### src/rtl/rx5b_pkg.sv
package rx5b_pkg;
  localparam int GRP_W = 5;
  localparam int NIB_W = 4;
  localparam int WIN_W = 2 * GRP_W;

  typedef enum logic [1:0] {ST_HUNT = 2'd0, ST_CAND = 2'd1, ST_PKT = 2'd2, ST_BAD = 2'd3} rx_state_e;

  typedef struct packed {
    logic             v;
    logic             er;
    logic [NIB_W-1:0] d;
  } nib_t;

  typedef struct packed {
    logic             ok;
    logic [NIB_W-1:0] d;
  } dec_t;

  typedef struct packed {
    nib_t o;
    logic fin;
    logic idle;
    logic t;
  } pstep_t;

  typedef struct packed {
    nib_t o;
    logic fin;
    logic idle;
  } bstep_t;

  localparam logic [GRP_W-1:0] CG_IDLE = 5'b11111;
  localparam logic [GRP_W-1:0] CG_T    = 5'b01101;
  localparam logic [GRP_W-1:0] CG_R    = 5'b00111;
  localparam logic [WIN_W-1:0] CG_JK   = 10'b1100010001;
  localparam logic [NIB_W-1:0] NB_PRE  = 4'b0101;
  localparam logic [NIB_W-1:0] NB_BAD  = 4'b1110;
  localparam logic [NIB_W-1:0] NB_ERR  = 4'b0000;

  function automatic dec_t cg_decode(input logic [GRP_W-1:0] g);
    dec_t r;
    r.ok = 1'b1;
    case (g)
      5'b11110: r.d = 4'h0;
      5'b01001: r.d = 4'h1;
      5'b10100: r.d = 4'h2;
      5'b10101: r.d = 4'h3;
      5'b01010: r.d = 4'h4;
      5'b01011: r.d = 4'h5;
      5'b01110: r.d = 4'h6;
      5'b01111: r.d = 4'h7;
      5'b10010: r.d = 4'h8;
      5'b10011: r.d = 4'h9;
      5'b10110: r.d = 4'hA;
      5'b10111: r.d = 4'hB;
      5'b11010: r.d = 4'hC;
      5'b11011: r.d = 4'hD;
      5'b11100: r.d = 4'hE;
      5'b11101: r.d = 4'hF;
      default: begin
        r.ok = 1'b0;
        r.d  = NB_ERR;
      end
    endcase
    return r;
  endfunction

  // One code-group inside a valid frame.
  function automatic pstep_t pkt_step(input logic [GRP_W-1:0] g, input logic idle_run);
    pstep_t r;
    dec_t   dd;
    r  = '0;
    dd = cg_decode(g);
    if (g == CG_IDLE) begin
      if (idle_run) begin
        r.fin = 1'b1;
      end else begin
        r.o    = '{v: 1'b1, er: 1'b1, d: NB_ERR};
        r.idle = 1'b1;
      end
    end else if (g == CG_T) begin
      r.t = 1'b1;
    end else begin
      r.o = '{v: 1'b1, er: !dd.ok, d: (dd.ok ? dd.d : NB_ERR)};
    end
    return r;
  endfunction

  // One code-group after a bad start.
  function automatic bstep_t bad_step(input logic [GRP_W-1:0] g, input logic idle_run);
    bstep_t r;
    r = '0;
    if (g == CG_IDLE && idle_run) begin
      r.fin = 1'b1;
    end else begin
      r.o    = '{v: 1'b1, er: 1'b1, d: NB_BAD};
      r.idle = (g == CG_IDLE);
    end
    return r;
  endfunction
endpackage

### src/rtl/rx5b_bitwin.sv
module rx5b_bitwin #(
  parameter int WIN_W    = 10,
  parameter int ONES_MAX = 7
) (
  input  logic             clk,
  input  logic             rst_n,
  input  logic             take,
  input  logic             bit_in,
  output logic [WIN_W-1:0] win_nxt,
  output logic             armed
);
  localparam int OW = $clog2(ONES_MAX + 1);

  logic [WIN_W-2:0] win_q;
  logic [OW-1:0]    ones_q;

  assign win_nxt = {win_q, bit_in};
  assign armed   = (ones_q == OW'(ONES_MAX));

  always_ff @(posedge clk) begin
    if (!rst_n) begin
      win_q  <= '0;
      ones_q <= '0;
    end else if (take) begin
      win_q <= win_nxt[WIN_W-2:0];
      if (!bit_in)     ones_q <= '0;
      else if (!armed) ones_q <= ones_q + 1'b1;
    end
  end

  // a taken zero always breaks the idle run
  p_ones_clr_r2: assert property (@(posedge clk) disable iff (!rst_n)
    (take && !bit_in) |=> !armed);
endmodule

### src/rtl/rx5b_grpcnt.sv
module rx5b_grpcnt #(
  parameter int GRP_W = 5,
  parameter int LEAD  = 7
) (
  input  logic clk,
  input  logic rst_n,
  input  logic take,
  input  logic load,
  output logic hit
);
  localparam int MAXV = (LEAD > GRP_W) ? LEAD : GRP_W;
  localparam int CW   = $clog2(MAXV + 1);

  logic [CW-1:0] cnt_q;

  assign hit = take && (cnt_q == CW'(1));

  always_ff @(posedge clk) begin
    if (!rst_n)     cnt_q <= CW'(GRP_W);
    else if (load)  cnt_q <= CW'(LEAD);
    else if (hit)   cnt_q <= CW'(GRP_W);
    else if (take)  cnt_q <= cnt_q - 1'b1;
  end

  p_cnt_range_r2: assert property (@(posedge clk) disable iff (!rst_n)
    (cnt_q != '0) && (cnt_q <= CW'(MAXV)));
  p_reload_r3: assert property (@(posedge clk) disable iff (!rst_n)
    (hit && !load) |=> (cnt_q == CW'(GRP_W)));
endmodule

### src/rtl/rx5b_satcnt.sv
module rx5b_satcnt #(
  parameter int W = 16
) (
  input  logic         clk,
  input  logic         rst_n,
  input  logic         clr,
  input  logic         inc,
  output logic [W-1:0] cnt
);
  always_ff @(posedge clk) begin
    if (!rst_n)                   cnt <= '0;
    else if (clr)                 cnt <= '0;
    else if (inc && (cnt != '1))  cnt <= cnt + 1'b1;
  end

  p_fc_step_r7: assert property (@(posedge clk) disable iff (!rst_n)
    !clr |=> ((cnt == $past(cnt)) || (cnt == $past(cnt) + 1'b1)));
  p_fc_sat_r9: assert property (@(posedge clk) disable iff (!rst_n)
    ((cnt == '1) && !clr) |=> (cnt == '1));
  p_fc_clr_r9: assert property (@(posedge clk) disable iff (!rst_n)
    clr |=> (cnt == '0));
endmodule

### src/rtl/rx5b_align_decode.sv
module rx5b_align_decode
  import rx5b_pkg::*;
#(
  parameter int CNT_W = 16
) (
  input  logic             clk,
  input  logic             rst_n,
  input  logic             in_valid,
  output logic             in_ready,
  input  logic             in_bit,
  output logic             out_valid,
  output logic [NIB_W-1:0] rxd,
  output logic             rx_er,
  output logic             rx_dv,
  output logic             crs,
  input  logic             fc_clr,
  output logic [CNT_W-1:0] fc_count
);
  localparam int LEAD_ONES = GRP_W + 2;
  localparam int CAND_LEFT = WIN_W - 3;

  logic             take;
  logic [WIN_W-1:0] win_nxt;
  logic             armed;
  logic             hit;
  logic             load_cand;
  logic             fc_inc;
  logic [GRP_W-1:0] grp;

  rx_state_e st_q, st_n;
  logic      idle_run_q, idle_run_n;
  logic      saw_t_q, saw_t_n;
  nib_t      pend_q, pend_n, emit, out_q;
  pstep_t    rp;
  bstep_t    rb;

  assign in_ready = 1'b1;
  assign take     = in_valid;
  assign grp      = win_nxt[GRP_W-1:0];

  rx5b_bitwin #(.WIN_W(WIN_W), .ONES_MAX(LEAD_ONES)) u_win (
    .clk(clk), .rst_n(rst_n), .take(take), .bit_in(in_bit),
    .win_nxt(win_nxt), .armed(armed)
  );

  rx5b_grpcnt #(.GRP_W(GRP_W), .LEAD(CAND_LEFT)) u_grp (
    .clk(clk), .rst_n(rst_n), .take(take), .load(load_cand), .hit(hit)
  );

  rx5b_satcnt #(.W(CNT_W)) u_fc (
    .clk(clk), .rst_n(rst_n), .clr(fc_clr), .inc(fc_inc), .cnt(fc_count)
  );

  // A pending end code-group clears the idle run, so a group after it can never end the frame.
  assign rp = pkt_step(grp, saw_t_q ? 1'b0 : idle_run_q);
  // The first candidate group always holds a zero, so the second one cannot end the bad start.
  assign rb = bad_step(grp, (st_q == ST_CAND) ? 1'b0 : idle_run_q);

  always_comb begin
    st_n       = st_q;
    idle_run_n = idle_run_q;
    saw_t_n    = saw_t_q;
    emit       = '0;
    pend_n     = '0;
    load_cand  = 1'b0;
    fc_inc     = 1'b0;
    case (st_q)
      ST_HUNT: begin
        if (take && !in_bit && armed) begin
          st_n      = ST_CAND;
          load_cand = 1'b1;
        end
      end
      ST_CAND: begin
        if (hit) begin
          idle_run_n = 1'b0;
          saw_t_n    = 1'b0;
          if (win_nxt == CG_JK) begin
            st_n   = ST_PKT;
            emit   = '{v: 1'b1, er: 1'b0, d: NB_PRE};
            pend_n = '{v: 1'b1, er: 1'b0, d: NB_PRE};
          end else begin
            st_n       = ST_BAD;
            fc_inc     = 1'b1;
            emit       = '{v: 1'b1, er: 1'b1, d: NB_BAD};
            pend_n     = rb.o;
            idle_run_n = rb.idle;
          end
        end
      end
      ST_PKT: begin
        if (hit) begin
          if (saw_t_q && grp == CG_R) begin
            st_n       = ST_HUNT;
            saw_t_n    = 1'b0;
            idle_run_n = 1'b0;
          end else if (saw_t_q) begin
            emit       = '{v: 1'b1, er: 1'b1, d: NB_ERR};
            pend_n     = rp.o;
            idle_run_n = rp.idle;
            saw_t_n    = rp.t;
          end else if (rp.fin) begin
            st_n       = ST_HUNT;
            idle_run_n = 1'b0;
          end else begin
            emit       = rp.o;
            idle_run_n = rp.idle;
            saw_t_n    = rp.t;
          end
        end
      end
      default: begin
        if (hit) begin
          if (rb.fin) begin
            st_n       = ST_HUNT;
            idle_run_n = 1'b0;
          end else begin
            emit       = rb.o;
            idle_run_n = rb.idle;
          end
        end
      end
    endcase
  end

  always_ff @(posedge clk) begin
    if (!rst_n) begin
      st_q       <= ST_HUNT;
      idle_run_q <= 1'b0;
      saw_t_q    <= 1'b0;
      pend_q     <= '0;
      out_q      <= '0;
    end else begin
      st_q       <= st_n;
      idle_run_q <= idle_run_n;
      saw_t_q    <= saw_t_n;
      pend_q     <= pend_n;
      if (emit.v)        out_q <= emit;
      else if (pend_q.v) out_q <= pend_q;
      else               out_q.v <= 1'b0;
    end
  end

  assign out_valid = out_q.v;
  assign rxd       = out_q.d;
  assign rx_er     = out_q.er & out_q.v;
  assign rx_dv     = (st_q == ST_PKT);
  assign crs       = (st_q != ST_HUNT);

  p_dv_crs_r10: assert property (@(posedge clk) disable iff (!rst_n)
    rx_dv |-> crs);
  p_nib_carrier_r10: assert property (@(posedge clk) disable iff (!rst_n)
    out_valid |-> crs);
  p_crs_quiet_r10: assert property (@(posedge clk) disable iff (!rst_n)
    $rose(crs) |-> !out_valid);
  p_pre_first_r2: assert property (@(posedge clk) disable iff (!rst_n)
    $rose(rx_dv) |-> (out_valid && !rx_er && rxd == NB_PRE));
  p_pre_second_r2: assert property (@(posedge clk) disable iff (!rst_n)
    $rose(rx_dv) |=> (out_valid && !rx_er && rxd == NB_PRE));
  p_bad_nib_r6: assert property (@(posedge clk) disable iff (!rst_n)
    (out_valid && !rx_dv) |-> (rx_er && rxd == NB_BAD));
  p_fc_event_r7: assert property (@(posedge clk) disable iff (!rst_n)
    ((fc_count != $past(fc_count)) && !$past(fc_clr)) |-> (out_valid && rx_er && !rx_dv));
endmodule

### config.mk
export PLATFORM = sky130hd
export DESIGN_NAME = rx5b_align_decode
export DESIGN_NICKNAME = d
export VERILOG_FILES = /design/src/rtl/rx5b_pkg.sv /design/src/rtl/rx5b_bitwin.sv /design/src/rtl/rx5b_grpcnt.sv /design/src/rtl/rx5b_satcnt.sv /design/src/rtl/rx5b_align_decode.sv
export SDC_FILE = /design/constraint.sdc
export NUM_CORES = 1
export LEC_CHECK = 0
export ABC_CLOCK_PERIOD_IN_PS = 3600
export CAP_MARGIN = 10
export CORE_MARGIN = 3
export CORE_UTILIZATION = 56
export CTS_CLUSTER_SIZE = 12
export DETAILED_ROUTE_END_ITERATION = 6
export PLACE_DENSITY_LB_ADDON = 0.1
export SYNTH_ARGS = -nofsm -noshare
export SYNTH_HDL_FRONTEND = slang
export SYNTH_HIERARCHICAL = 1
export SYNTH_SLANG_ARGS = --single-unit
export TNS_END_PERCENT = 20
### constraint.sdc
create_clock -name clk -period 3.6 [get_ports clk]
set_input_delay 0.72 -clock clk [delete_from_list [all_inputs] [get_ports clk]]
set_output_delay 0.72 -clock clk [all_outputs]
set_load 0.01 [all_outputs]
==> results of run 1 <==
-- worst max-delay path by stage --
| stage | end | slack [ns] |
|---|---|---|
| final | u_fc/cnt[9] | 0.67 |
| after global routing | u_fc/cnt[15] | 0.48 |
| after CTS | u_fc/cnt[9] | 0.70 |
| after detailed placement | u_fc/cnt[9] | 0.38 |
| after global placement | u_fc/cnt[13] | 0.43 |
| after floorplan | u_fc/cnt[13] | 0.88 |
-- synth_stat cells (all sizes together) (2+ instances only) --
| library cell | n |
|---|---|
| a21boi | 2 |
| a21oi | 10 |
| and2 | 7 |
| and3 | 2 |
| and4 | 3 |
| buf | 16 |
| clkbuf | 3 |
| dfxtp | 47 |
| ha | 9 |
| inv | 13 |
| mux2 | 5 |
| mux2i | 13 |
| nand2 | 23 |
| nand2b | 4 |
| nand3 | 11 |
| nand4 | 5 |
| nand4b | 6 |
| nor2 | 20 |
| nor2b | 15 |
| nor3 | 6 |
| nor3b | 3 |
| nor4 | 4 |
| o2111ai | 2 |
| o211ai | 6 |
| o21a | 6 |
| o21ai | 11 |
| o22ai | 5 |
| o311a | 4 |
| o311ai | 4 |
| o31a | 3 |
| o31ai | 2 |
| o41ai | 3 |
| or2 | 3 |
| or3 | 3 |
| or4 | 3 |
| xnor2 | 5 |
| xor2 | 3 |
-- cell type report --
cell class              instances  area (µm²)
clock inverters                 2        16.3
clock buffers                   6        82.6
fillers                       381        1460
flip-flops and latches         47         941
well taps                      65        81.3
repair buffers                 31         303
multi-input cells             225        1640
inverters                      13        48.8
-- power by group --
group          switching (W)  internal (W)  total (W)
clock network       0.000176      0.000157   0.000333
registers         0.00000692      0.000524   0.000531
logic              0.0000254     0.0000242  0.0000496
total               0.000209      0.000705   0.000914
-- kinds of logic after synthesis --
| group | after synthesis | share of synthesized area (%) |
|---|---|---|
| AOI/OAI and AO/OA | 67 | 18.8 |
| xor gates and xnor gates | 8 | 2.54 |
| adders and majority gates | 9 | 4.09 |
| buffers and inverters | 32 | 6.45 |
| DFF | 47 | 34.2 |
| muxes | 18 | 6.77 |
| other | 1 | 0.136 |
| and+or+nand+nor | 122 | 27.1 |
-- state kept, by name (all words and copies together), names as in the netlist --
signal and flops:
st_q 2, u_fc/cnt 16, saw_t_q 1, rxd 4, out_q 1, idle_run_q 1
pend_q 6, u_grp/cnt_q 3, u_win/ones_q 3, u_win/win_q 9, out_valid 1
-- worst min-delay path, cell delays in order, from the launching register on --
cell	delay [ns]
dfxtp_1	0.32
nand2_1	0.05
o22ai_1	0.06
-- per-layer routing --
| layer | vias to the layer above | GRT usage [%] | share of wire (%) |
|---|---|---|---|
| li1 | 1145 | - | - |
| met1 | 1096 | 24.4 | 45 |
| met2 | 57 | 34.5 | 50 |
| met3 | 8 | 3.78 | 3.8 |
| met4 | 0 | 5.80 | 1.2 |
| met5 | - | 0 | 0 |
-- through the flow --
stage               hold WS (ns)  total power (W)
floorplan                  0.450         0.000579
global placement           0.459         0.000592
detailed placement         0.471         0.000593
CTS                        0.483         0.000930
global route               0.494         0.000953
finish                     0.482         0.000914
==> metrics.cfg, run 1 <==
[status]
status=complete, no violations

[route]
wl_per_cell_um=14.3
wl_mm=5.56
drt_iter0_drc=127
vias=2306
antenna_left=0
drc=0
dr.pass1.iters=4
viasPerCell=5.93

[setup_path]
r2r_setup_slack_ns=0.79
worst_setup_path_start_kind=primary input
critPathLaunch=in_valid
cp.required_ns=3.83
r2r_end=u_fc/cnt[9]
cp_cell_sequence=clkdlybuf4s50_1 > and2_2 > and2_1 > or2b_2 > inv_1 > and4_2 > nand3_4 > or4_1 > a21oi_1
cp.depth=9
crit_fanout=11
timing.rr.start=u_grp/cnt_q[0]
critPathCaptureType=flip-flop
path_buf_inv=2
critPathMaxStageDelay_ns=0.47
arrival_ns=3.16
critical-path-top-delay-family=simple AND/OR/NAND/NOR gates
path_class=primary input to flip-flop
cp_slowest_cell=clkdlybuf4s50_1
reg2reg_depth=10

[logic_synthesis]
ys.flop_type=dfxtp_1
yosysTopAreaCell=dfxtp_1
syn_nets=318
ys_seq_elements=47
ys_seq_area_share_pct=34.2
yosysWarningCount=6
syn_inst=304
syn_area_mm2=0.00276
synth_area_leaders=dfxtp_1, mux2i_1, ha_1
synth_edf_count=0
avgSynthCellArea_um2=9.06
async_flop_share_pct=0
synth_top_area_share_pct=34.2
ys_types=66

[floorplan]
fp.dieW_um=76.1
row_count=24
start_util_pct=60.4
die_h_um=76.1
core_area_mm2=0.00456
die-area_mm2=0.00580
num_io_pins=30

[clocking]
cts_tree=yes
cts_setup_buffers=0
clk-insertion-delay-late_ns=0.29
htreeDepth=2
cts.sinks=47
cts_inserted_buffers=5
holdBufCountCts=0
clkSlewWorstSetupHoldPaths_ns=0.09
cts_resized=0
clk_path_buf_depth=2
cts_root_buf=clkbuf_8

[cells_and_area]
area_growth_pct=12.9
final_cell_mix=dfxtp_1, clkdlybuf4s50_1, nand2_1
drive_gt1_share_pct=11.1
fin_cells=389
nNetsFinal=337
final_util_pct=68.1
post-route-cell-area_mm2=0.00311
diodes=0
mostFrequentLayoutCell=dfxtp_1

[global_routing]
grt.total_usage_pct=19.7
grt_start_max_net_pins=32
grt_pass1_vias=2159
grt_pass1_wl_mm=9.72
grt-ovfl-total=0
antenna_found_initial=0

[place]
io_buffers=28
dp_hpwl_mm=4.08
dpl_cell_area_mm2=0.00301
gp_congestion=0.861
pre_cts_ws_ns=0.383
placed_cells=381

[timing]
setup_tns_ns=0
maxSlewHeadroom_pct=41.4
tightest_slew_ns=0.879
final-max-slew-violation-count=0
hold_violations=0
fmaxAchievable_mhz=341
finalClockSkew_ns=0.00391
rsz0062_at_grt=no
period_share_pct=81.5
setup_slack_ns=0.665
fin_crit_ns=2.93
setup_viol=0

[power]
ir_worst_vdd_v=0.000208
p_leak_nw=1.12
pwr_density_cell_mw_per_mm2=294

[min_path]
hold_path_class=flip-flop to flip-flop
whs_endpoint=u_win/ones_q[1]
min_path_cells=2
worstHoldStart=u_win/ones_q[1]

[run]
max-cap-violations=0

Note: power is estimated with default switching activity, not from simulation.
==> run 2, diff against run 1 <==
--- a/config.mk
+++ b/config.mk
@@ -5,7 +5,7 @@
 export SDC_FILE = /design/constraint.sdc
 export NUM_CORES = 1
 export LEC_CHECK = 0
-export ABC_CLOCK_PERIOD_IN_PS = 3600
+export ABC_CLOCK_PERIOD_IN_PS = 3000
 export CAP_MARGIN = 10
 export CORE_MARGIN = 3
 export CORE_UTILIZATION = 56
==> constraint.sdc (replaced) <==
create_clock -name clk -period 3 [get_ports clk]
set_input_delay 0.6 -clock clk [delete_from_list [all_inputs] [get_ports clk]]
set_output_delay 0.6 -clock clk [all_outputs]
set_load 0.01 [all_outputs]
==> run 2 against run 1 <==
Compared with the run above:
- non-clock buffer count rose by 4
- critical path depth is the same
- clock power is 41% higher
- largest cell class unchanged
- via count fell by 2.3%
- design area is 1.4% higher
==> metrics.cfg, run 2 (synthesis gave the netlist of run 1 again) <==
[status]
status=complete, no violations

[setup_path]
worst_setup_path_start_kind=primary input
critPathCaptureType=flip-flop
crit_fanout=9
path_class=primary input to flip-flop
reg2reg_depth=10
arrival_ns=2.84
cp.required_ns=3.23

[run]
max-cap-violations=0

[global_routing]
grt_pass1_vias=2152
grt_start_max_net_pins=31
grt-ovfl-total=0
antenna_found_initial=0
grt.total_usage_pct=20.2
grt_pass1_wl_mm=9.81

[cells_and_area]
area_growth_pct=14.4
fillers=418
regMostFlops=u_fc/cnt
largest_reg_flops=16
mostFrequentLayoutCell=dfxtp_1
final_cell_mix=dfxtp_1, clkdlybuf4s50_1, nand2_1
diodes=0
fin_cells=393
nNetsFinal=341
drive_gt1_share_pct=12.2
largestRegisters=u_fc/cnt (16), u_win/win_q (9), pend_q (6)

[clocking]
cts_resized=0
cts_setup_buffers=0
cts.sinks=47
holdBufCountCts=0
cts_inserted_buffers=5
clk-insertion-delay-late_ns=0.30
cts_tree=yes
htreeDepth=2
cts_root_buf=clkbuf_8
clkSlewWorstSetupHoldPaths_ns=0.09
clk_path_buf_depth=2

[route]
wl_mm=5.61
drt_iter0_drc=115
vias=2254
antenna_left=0
viasPerCell=5.74
wl_per_cell_um=14.3
dr.pass1.iters=4
drc=0

[timing]
fin_crit_ns=2.61
fmaxAchievable_mhz=383
setup_viol=0
finalClockSkew_ns=0.00607
period_share_pct=87.0
setup_tns_ns=0
rsz0062_at_grt=no
final-max-slew-violation-count=0
maxSlewHeadroom_pct=43.2
hold_violations=0
tightest_slew_ns=0.852

[place]
io_buffers=28
dp_hpwl_mm=4.18
placed_cells=385
gp_congestion=0.868

[power]
p_leak_nw=1.15
ir_worst_vdd_v=0.000303
pwr_density_cell_mw_per_mm2=370

[floorplan]
die_h_um=76.1
row_count=24
die-area_mm2=0.00580
fp.dieW_um=76.1
num_io_pins=30
start_util_pct=60.4
core_area_mm2=0.00456

[min_path]
min_path_cells=2
hold_path_class=flip-flop to flip-flop

==> run 2: cell count changes in the layout (fill, tap and decap cells not counted), sizes merged <==
| cell | before | now |
|---|---|---|
| clkinvlp | 1 | 0 |
| clkinv | 1 | 2 |
| buf | 3 | 7 |
| bufinv | 0 | 1 |
| clkbuf | 6 | 5 |
==> run 2: layout make-up <==
class / count / area, µm² / share of cell area [%]
multi-input combinational: 225 / 1640 / 51.9
sequential: 47 / 941 / 29.8
timing repair buffer: 35 / 333 / 10.6
tap: 65 / 81.3 / 2.58
clock buffer: 5 / 68.8 / 2.18
inverter: 13 / 48.8 / 1.55
clock inverter: 3 / 43.8 / 1.39
==> run 2: worst max-delay path: stages <==
cell	delay [ns]
clkdlybuf4s50_1	0.46
and2_2	0.15
and2_1	0.13
or2b_2	0.31
inv_1	0.12
and4_2	0.33
nand3_4	0.13
or4_1	0.44
a21oi_1	0.16
==> run 2: power breakdown <==
group	internal, W	switching, W
Combinational	0.0000298	0.0000315
Sequential	0.000629	0.00000732
Clock	0.000248	0.000221
Total	0.000907	0.000260
==> run 2: stage by stage <==
stage / total power (W) / util [%] / setup WS (ns) / hold slack, ns / instance area (µm²)
floorplan: 0.000695 / - / 0.326 / 0.450 / 2760
global placement: 0.000711 / 66.6 / 0.153 / 0.469 / 3040
detailed placement: 0.000713 / 66.6 / 0.101 / 0.476 / 3040
CTS: 0.00118 / 69.1 / 0.419 / 0.488 / 3150
global route: 0.00122 / 69.1 / 0.245 / 0.504 / 3150
finish: 0.00117 / 69.1 / 0.389 / 0.488 / 3150
==> run 2: final timing paths <==
kind,startpoint,to,slack (ns)
worst max-delay path,in_valid,u_fc/cnt[13],0.39
worst min-delay path,u_win/ones_q[2],u_win/ones_q[2],0.49
worst max register to register,u_grp/cnt_q[0],u_fc/cnt[13],0.40
worst min register to register,u_win/ones_q[2],u_win/ones_q[2],0.49
==> run 2: layer usage <==
metal | GRT usage, % | wire length, µm | vias up
li1 | - | - | 1159
met1 | 25.2 | 2660 | 1048
met2 | 35.7 | 2710 | 38
met3 | 3.78 | 151 | 9
met4 | 5.43 | 84 | 0
met5 | 0 | 0 | -
